--- src/rtl/btb_wh_pkg.sv ---
package btb_wh_pkg;
  parameter int unsigned ENTRIES    = 16;
  parameter int unsigned PC_W       = 32;
  parameter int unsigned TAG_W      = 8;
  parameter int unsigned WAYS       = 4;
  parameter int unsigned SET_W      = 6;
  parameter int unsigned LINE_OFF_W = 4;
  parameter int unsigned IDX_LSB    = 2;

  localparam int unsigned IDX_W = $clog2(ENTRIES);
  localparam int unsigned WAY_W = $clog2(WAYS);
  localparam int unsigned TAG_LSB = IDX_LSB + IDX_W;

  typedef struct packed {
    logic             valid;
    logic [TAG_W-1:0] tag;
    logic [PC_W-1:0]  target;
    logic             taken;
    logic [WAY_W-1:0] way;
    logic             way_valid;
  } entry_t;
endpackage

--- src/rtl/btb_wh_entry.sv ---
module btb_wh_entry
  import btb_wh_pkg::*;
(
  input  logic             clk_i,
  input  logic             rst_ni,
  input  logic             upd_sel_i,
  input  logic [TAG_W-1:0] upd_tag_i,
  input  logic [PC_W-1:0]  upd_target_i,
  input  logic             upd_taken_i,
  input  logic             fb_sel_i,
  input  logic [TAG_W-1:0] fb_tag_i,
  input  logic [WAY_W-1:0] fb_way_i,
  input  logic             ev_valid_i,
  input  logic [SET_W-1:0] ev_set_i,
  input  logic [WAY_W-1:0] ev_way_i,
  output entry_t           entry_o
);
  entry_t q, d;
  logic same_br, fb_hit, ev_hit;

  always_comb begin
    d       = q;
    same_br = q.valid && (q.tag == upd_tag_i) && (q.target == upd_target_i);
    fb_hit  = fb_sel_i && q.valid && (q.tag == fb_tag_i);
    if (upd_sel_i) begin
      if (same_br) begin
        d.taken = upd_taken_i;
      end else begin
        d.valid     = 1'b1;
        d.tag       = upd_tag_i;
        d.target    = upd_target_i;
        d.taken     = upd_taken_i;
        d.way       = '0;
        d.way_valid = 1'b0;
      end
    end else if (fb_hit) begin
      d.way       = fb_way_i;
      d.way_valid = 1'b1;
    end
    // eviction is applied last so it overrides a same-cycle way report
    ev_hit = ev_valid_i && (d.target[LINE_OFF_W +: SET_W] == ev_set_i) && (d.way == ev_way_i);
    if (ev_hit) d.way_valid = 1'b0;
  end

  always_ff @(posedge clk_i or negedge rst_ni) begin
    if (!rst_ni) q <= '0;
    else         q <= d;
  end

  assign entry_o = q;

  assert_alloc_clears_way_R4: assert property (@(posedge clk_i) disable iff (!rst_ni)
    (upd_sel_i && !(q.valid && q.tag == upd_tag_i && q.target == upd_target_i)) |=> !q.way_valid);

  assert_fb_sets_way_R5: assert property (@(posedge clk_i) disable iff (!rst_ni)
    (fb_sel_i && !upd_sel_i && q.valid && q.tag == fb_tag_i && !ev_valid_i)
      |=> (q.way_valid && q.way == $past(fb_way_i)));

  assert_evict_clears_R7: assert property (@(posedge clk_i) disable iff (!rst_ni)
    (ev_valid_i && !upd_sel_i && !fb_sel_i && q.way_valid &&
     q.target[LINE_OFF_W +: SET_W] == ev_set_i && q.way == ev_way_i) |=> !q.way_valid);

  assert_evict_beats_fb_R8: assert property (@(posedge clk_i) disable iff (!rst_ni)
    (fb_sel_i && !upd_sel_i && q.valid && q.tag == fb_tag_i && ev_valid_i &&
     q.target[LINE_OFF_W +: SET_W] == ev_set_i && fb_way_i == ev_way_i) |=> !q.way_valid);
endmodule

--- src/rtl/btb_wh_lookup.sv ---
module btb_wh_lookup
  import btb_wh_pkg::*;
(
  input  logic             lk_valid_i,
  input  logic [TAG_W-1:0] lk_tag_i,
  input  entry_t           entry_i,
  output logic             hit_o,
  output logic             pred_taken_o,
  output logic [PC_W-1:0]  target_o,
  output logic             skip_tag_o,
  output logic [WAYS-1:0]  way_en_o
);
  assign hit_o        = lk_valid_i && entry_i.valid && (entry_i.tag == lk_tag_i);
  assign pred_taken_o = hit_o && entry_i.taken;
  assign target_o     = hit_o ? entry_i.target : '0;
  assign skip_tag_o   = pred_taken_o && entry_i.way_valid;

  for (genvar w = 0; w < WAYS; w++) begin : g_way_en
    assign way_en_o[w] = !skip_tag_o || (entry_i.way == WAY_W'(w));
  end
endmodule

--- src/rtl/btb_way_hist.sv ---
module btb_way_hist
  import btb_wh_pkg::*;
(
  input  logic             clk_i,
  input  logic             rst_ni,
  input  logic             lk_valid_i,
  input  logic [PC_W-1:0]  lk_pc_i,
  output logic             hit_o,
  output logic             pred_taken_o,
  output logic [PC_W-1:0]  target_o,
  output logic             skip_tag_o,
  output logic [WAYS-1:0]  way_en_o,
  input  logic             upd_valid_i,
  input  logic [PC_W-1:0]  upd_pc_i,
  input  logic [PC_W-1:0]  upd_target_i,
  input  logic             upd_taken_i,
  input  logic             fb_valid_i,
  input  logic [PC_W-1:0]  fb_pc_i,
  input  logic [WAY_W-1:0] fb_way_i,
  input  logic             ev_valid_i,
  input  logic [SET_W-1:0] ev_set_i,
  input  logic [WAY_W-1:0] ev_way_i
);
  entry_t [ENTRIES-1:0] ents;

  logic [IDX_W-1:0] lk_idx, upd_idx, fb_idx;
  assign lk_idx  = lk_pc_i [IDX_LSB +: IDX_W];
  assign upd_idx = upd_pc_i[IDX_LSB +: IDX_W];
  assign fb_idx  = fb_pc_i [IDX_LSB +: IDX_W];

  for (genvar i = 0; i < ENTRIES; i++) begin : g_ent
    btb_wh_entry u_ent (
      .clk_i       (clk_i),
      .rst_ni      (rst_ni),
      .upd_sel_i   (upd_valid_i && (upd_idx == IDX_W'(i))),
      .upd_tag_i   (upd_pc_i[TAG_LSB +: TAG_W]),
      .upd_target_i(upd_target_i),
      .upd_taken_i (upd_taken_i),
      .fb_sel_i    (fb_valid_i && (fb_idx == IDX_W'(i))),
      .fb_tag_i    (fb_pc_i[TAG_LSB +: TAG_W]),
      .fb_way_i    (fb_way_i),
      .ev_valid_i  (ev_valid_i),
      .ev_set_i    (ev_set_i),
      .ev_way_i    (ev_way_i),
      .entry_o     (ents[i])
    );
  end

  btb_wh_lookup u_lookup (
    .lk_valid_i  (lk_valid_i),
    .lk_tag_i    (lk_pc_i[TAG_LSB +: TAG_W]),
    .entry_i     (ents[lk_idx]),
    .hit_o       (hit_o),
    .pred_taken_o(pred_taken_o),
    .target_o    (target_o),
    .skip_tag_o  (skip_tag_o),
    .way_en_o    (way_en_o)
  );

  assert_idle_no_hit_R2: assert property (@(posedge clk_i) disable iff (!rst_ni)
    !lk_valid_i |-> !hit_o);

  assert_skip_needs_taken_R3: assert property (@(posedge clk_i) disable iff (!rst_ni)
    skip_tag_o |-> (hit_o && pred_taken_o));

  assert_skip_onehot_R6: assert property (@(posedge clk_i) disable iff (!rst_ni)
    skip_tag_o |-> ($countones(way_en_o) == 1));

  assert_full_enable_R6: assert property (@(posedge clk_i) disable iff (!rst_ni)
    !skip_tag_o |-> (&way_en_o));

  assert_not_taken_no_skip_R9: assert property (@(posedge clk_i) disable iff (!rst_ni)
    (hit_o && !pred_taken_o) |-> !skip_tag_o);
endmodule

--- config.mk ---
export PLATFORM = sky130hd
export DESIGN_NAME = btb_way_hist
export DESIGN_NICKNAME = d
export VERILOG_FILES = /design/src/rtl/btb_wh_pkg.sv /design/src/rtl/btb_wh_entry.sv /design/src/rtl/btb_wh_lookup.sv /design/src/rtl/btb_way_hist.sv
export SDC_FILE = /design/constraint.sdc
export NUM_CORES = 2
export LEC_CHECK = 0
export ABC_AREA = 1
export BUFFER_PORTS_ARGS = -buffer_cell sky130_fd_sc_hd__buf_2
export CORE_MARGIN = 2
export CORE_UTILIZATION = 38
export CTS_CLUSTER_DIAMETER = 100
export DETAILED_ROUTE_END_ITERATION = 8
export GPL_TIMING_DRIVEN = 0
export PLACE_DENSITY_LB_ADDON = 0.12
export RECOVER_POWER = 25
export REMOVE_ABC_BUFFERS = 1
export SYNTH_ARGS = -nofsm -noshare
export SYNTH_HDL_FRONTEND = slang
export SYNTH_SLANG_ARGS = --single-unit
--- constraint.sdc ---
create_clock -name clk_i -period 5.17 [get_ports clk_i]
set_input_delay 0.7755 -clock clk_i [delete_from_list [all_inputs] [get_ports clk_i]]
set_output_delay 0.7755 -clock clk_i [all_outputs]
set_load 0.1 [all_outputs]
==> results.json <==
{
  "path_class": "input port to register",
  "crit_arrival_ns": 5.61,
  "via_per_inst": 5.64,
  "skew_ns": 0.0293,
  "synth_area_leaders": "dfrtp_1 39%, nand2_1 17%, o21ai_0 11%",
  "synth_top_area_cell": "dfrtp_1",
  "grt_pass1_vias": 42200,
  "endpoint_kind": "register",
  "rows": 128,
  "cts_made_buffers": 89,
  "synth_area_per_cell_um2": 6.80,
  "place_area_um2": 48100,
  "synth_top_area_frac": 0.387,
  "antenna_found_initial": 13,
  "port_buffers": 123,
  "die_h_um": 354,
  "total_power_uw": 19200,
  "die_w_um": 354,
  "outcome": "finished with violations",
  "finalSetupViolations": 0,
  "yosysUniqueCellTypes": 45,
  "path_max_fanout": 16,
  "yosysSeqAreaShare": 0.387,
  "wl_mm": 213,
  "timing.rr.end": "g_ent[11].u_ent.entry_o[0]",
  "busiest_layer": "met2",
  "finalInstanceArea_um2": 51200,
  "drive_gt1_frac": 0.0588,
  "synth_edf_count": 0,
  "yosys_warnings": 0,
  "violations": "capacitance limit, slew limit",
  "syn_area_um2": 46600,
  "drt_drc_violations_left": 0,
  "vias": 46900,
  "dieArea_um2": 125000,
  "io_pins": 184,
  "htreeDepth": 3,
  "ir_drop_v": 0.000252,
  "track_usage": 0.327,
  "ys_ff_latch": 720,
  "ant_nets": 0,
  "clkTransAtPathRegs_ns": 0.06,
  "maxSlewHeadroom": -0.890,
  "period_needed_ns": 5.03,
  "fmax_mhz": 199,
  "required_ns": 5.76,
  "worst_pin_slew_ns": 2.82,
  "crit_slowest_cell": "nor2_1",
  "cts_tree": "built",
  "ff2ff_path_depth": 16,
  "insertion_delay_ns": 0.71,
  "final_core_util": 0.421,
  "slowest_delay_ns": 2.07,
  "cap_violations": 5,
  "critical_path.startpoint": "upd_pc_i[3]",
  "hold_class": "register to register",
  "drv_slew": 260,
  "cpMostUsedCell": "inv_1",
  "routedWlPerCell_um": 25.6,
  "hold_viol": 0,
  "grt_pass1_wl_mm": 303,
  "synthCells": 6854,
  "dr.pass1.iters": 7,
  "p_leak_uw": 0.0242,
  "r2r_start": "g_ent[11].u_ent.entry_o[36]",
  "grt_max_degree": 120,
  "first_iter_violations": 6057,
  "fin_crit_sh": 0.973,
  "crit_path_end": "g_ent[10].u_ent.entry_o[0]",
  "rsz0062_at_grt": "false",
  "hpwl_mm": 141,
  "path_cells": "clkbuf_1 -> inv_1 -> nor2_1 -> inv_1 -> nor2_1 -> o21ai_0 -> xor2_1 -> nor4_1 -> nand4_1 -> nand2_1 -> inv_1",
  "area_delta_synth_final_pct": 9.97,
  "yosys_most_used_dff": "dfrtp_1",
  "clockBufferDepth": 3,
  "layout.nets": 6779,
  "start_util": 0.383,
  "place.gp.congestion": 0.964,
  "grt_util_met1": 0.464,
  "clkSinkCount": 720,
  "core_area_um2": 122000,
  "largest_register_ffs": 720,
  "met3_usage": 0.0585,
  "timing.reg2reg.setup_slack_ns": 1.66,
  "power_density_nw_per_um2": 375,
  "grtUsageMet2": 0.490,
  "async_flop_share": 1.00,
  "cp-start-kind": "input port",
  "grt_overflow": 0,
  "cts-root-buf": "clkbuf_16"
}
-- cell families after synthesis --
group | share of synthesized area
compound gates | 0.175
buf+inv | 0.105
xor+xnor | 0.0583
mux | 0.000242
flops | 0.387
simple gates | 0.274
-- per-layer routing --
layer  vias to the layer above  routed length, um
met1                     22500              91300
met4                        10              10800
li1                      21700                  -
met3                       405              19400
met2                      2343              91400
met5                         -                 64
-- cells in the final DEF (no fill, tap or decap), types with 92 or more instances in the layout --
cell type	count
inv_1	655
nand2_1	2132
a21oi_1	314
o21ai_0	980
dfrtp_1	720
buf_2	103
nor2_1	368
clkbuf_16	92
xnor2_1	118
nand4_1	129
xor2_1	192
nand3_1	330
-- critical path: cells and delay by family --
family / cells / cell delay, ns
xor gates and xnor gates: 1 / 0.29
and+or+nand+nor: 5 / 3.49
buffers and inverters: 4 / 0.46
AOI/OAI and AO/OA: 1 / 0.58
-- worst min-delay path by stage --
stage / from / to / cells past startpoint
floorplan: g_ent[11].u_ent.entry_o[3] / g_ent[11].u_ent.entry_o[3] / 2
global placement: g_ent[11].u_ent.entry_o[3] / g_ent[11].u_ent.entry_o[3] / 2
detailed placement: g_ent[8].u_ent.entry_o[3] / g_ent[8].u_ent.entry_o[3] / 2
CTS: upd_taken_i / g_ent[12].u_ent.entry_o[3] / 3
global route: upd_taken_i / g_ent[11].u_ent.entry_o[3] / 3
finish: g_ent[3].u_ent.entry_o[3] / g_ent[3].u_ent.entry_o[3] / 2
-- power by group --
part / switching, uW / internal [uW] / total, uW
Clock: 2780 / 3510 / 6290
Sequential: 1200 / 6740 / 7940
Combinational: 3280 / 1690 / 4970
Total: 7260 / 11900 / 19200
-- layout make-up --
type / instances / area [um^2]
diodes: 3 / 7.51
clock buffers: 133 / 2590
clock inverters: 19 / 215
fillers: 12900 / 70500
inverters: 682 / 2610
multi-input cells: 4963 / 23800
flip-flops and latches: 720 / 18000
well taps: 1625 / 2030
repair buffers: 176 / 1940
repair inverters: 2 / 22.5
-- synthesized netlist by cell type, types with 5 or more instances --
master / n
inv_2: 18
buf_6: 18
o22ai_1: 72
clkinv_1: 6
nor2_2: 35
o221ai_1: 18
nand2_1: 2146
nor2_1: 366
buf_2: 228
o21ai_0: 979
o2111ai_1: 5
nand4_1: 129
or2_2: 20
clkbuf_1: 198
o211ai_1: 69
nor4_1: 5
xnor2_1: 118
a21oi_1: 314
nand3_1: 330
inv_1: 658
buf_4: 25
dfrtp_1: 720
xor2_1: 192
o31ai_1: 7
buf_1: 19
o21ai_1: 20
a32o_1: 6
a221oi_1: 19
nor3_1: 85
-- per-stage QoR --
stage / setup TNS, ns / hold WS [ns] / std cells / setup WS (ns)
final: 0 / 0.475 / 8323 / 0.142
after global routing: 0 / 0.470 / 8321 / 0.00129
after CTS: 0 / 0.459 / 8315 / 0.00278
after detailed placement: -34.35 / 0.464 / 8154 / -1.40
after global placement: - / 0.462 / 8113 / -16.79
after floorplan: -80.88 / 0.442 / 6365 / -2.62
-- repair_timing --
item | CTS | global route
hold endpoints to repair | 32 | 0
resized for setup | 18 | 17
setup endpoints to repair | 39 | 23
pin swaps | 1 | 0
hold buffers | 1 | 0
cloned | 6 | 5
setup buffers | 2 | 0
(Power assumes the default switching activity.)
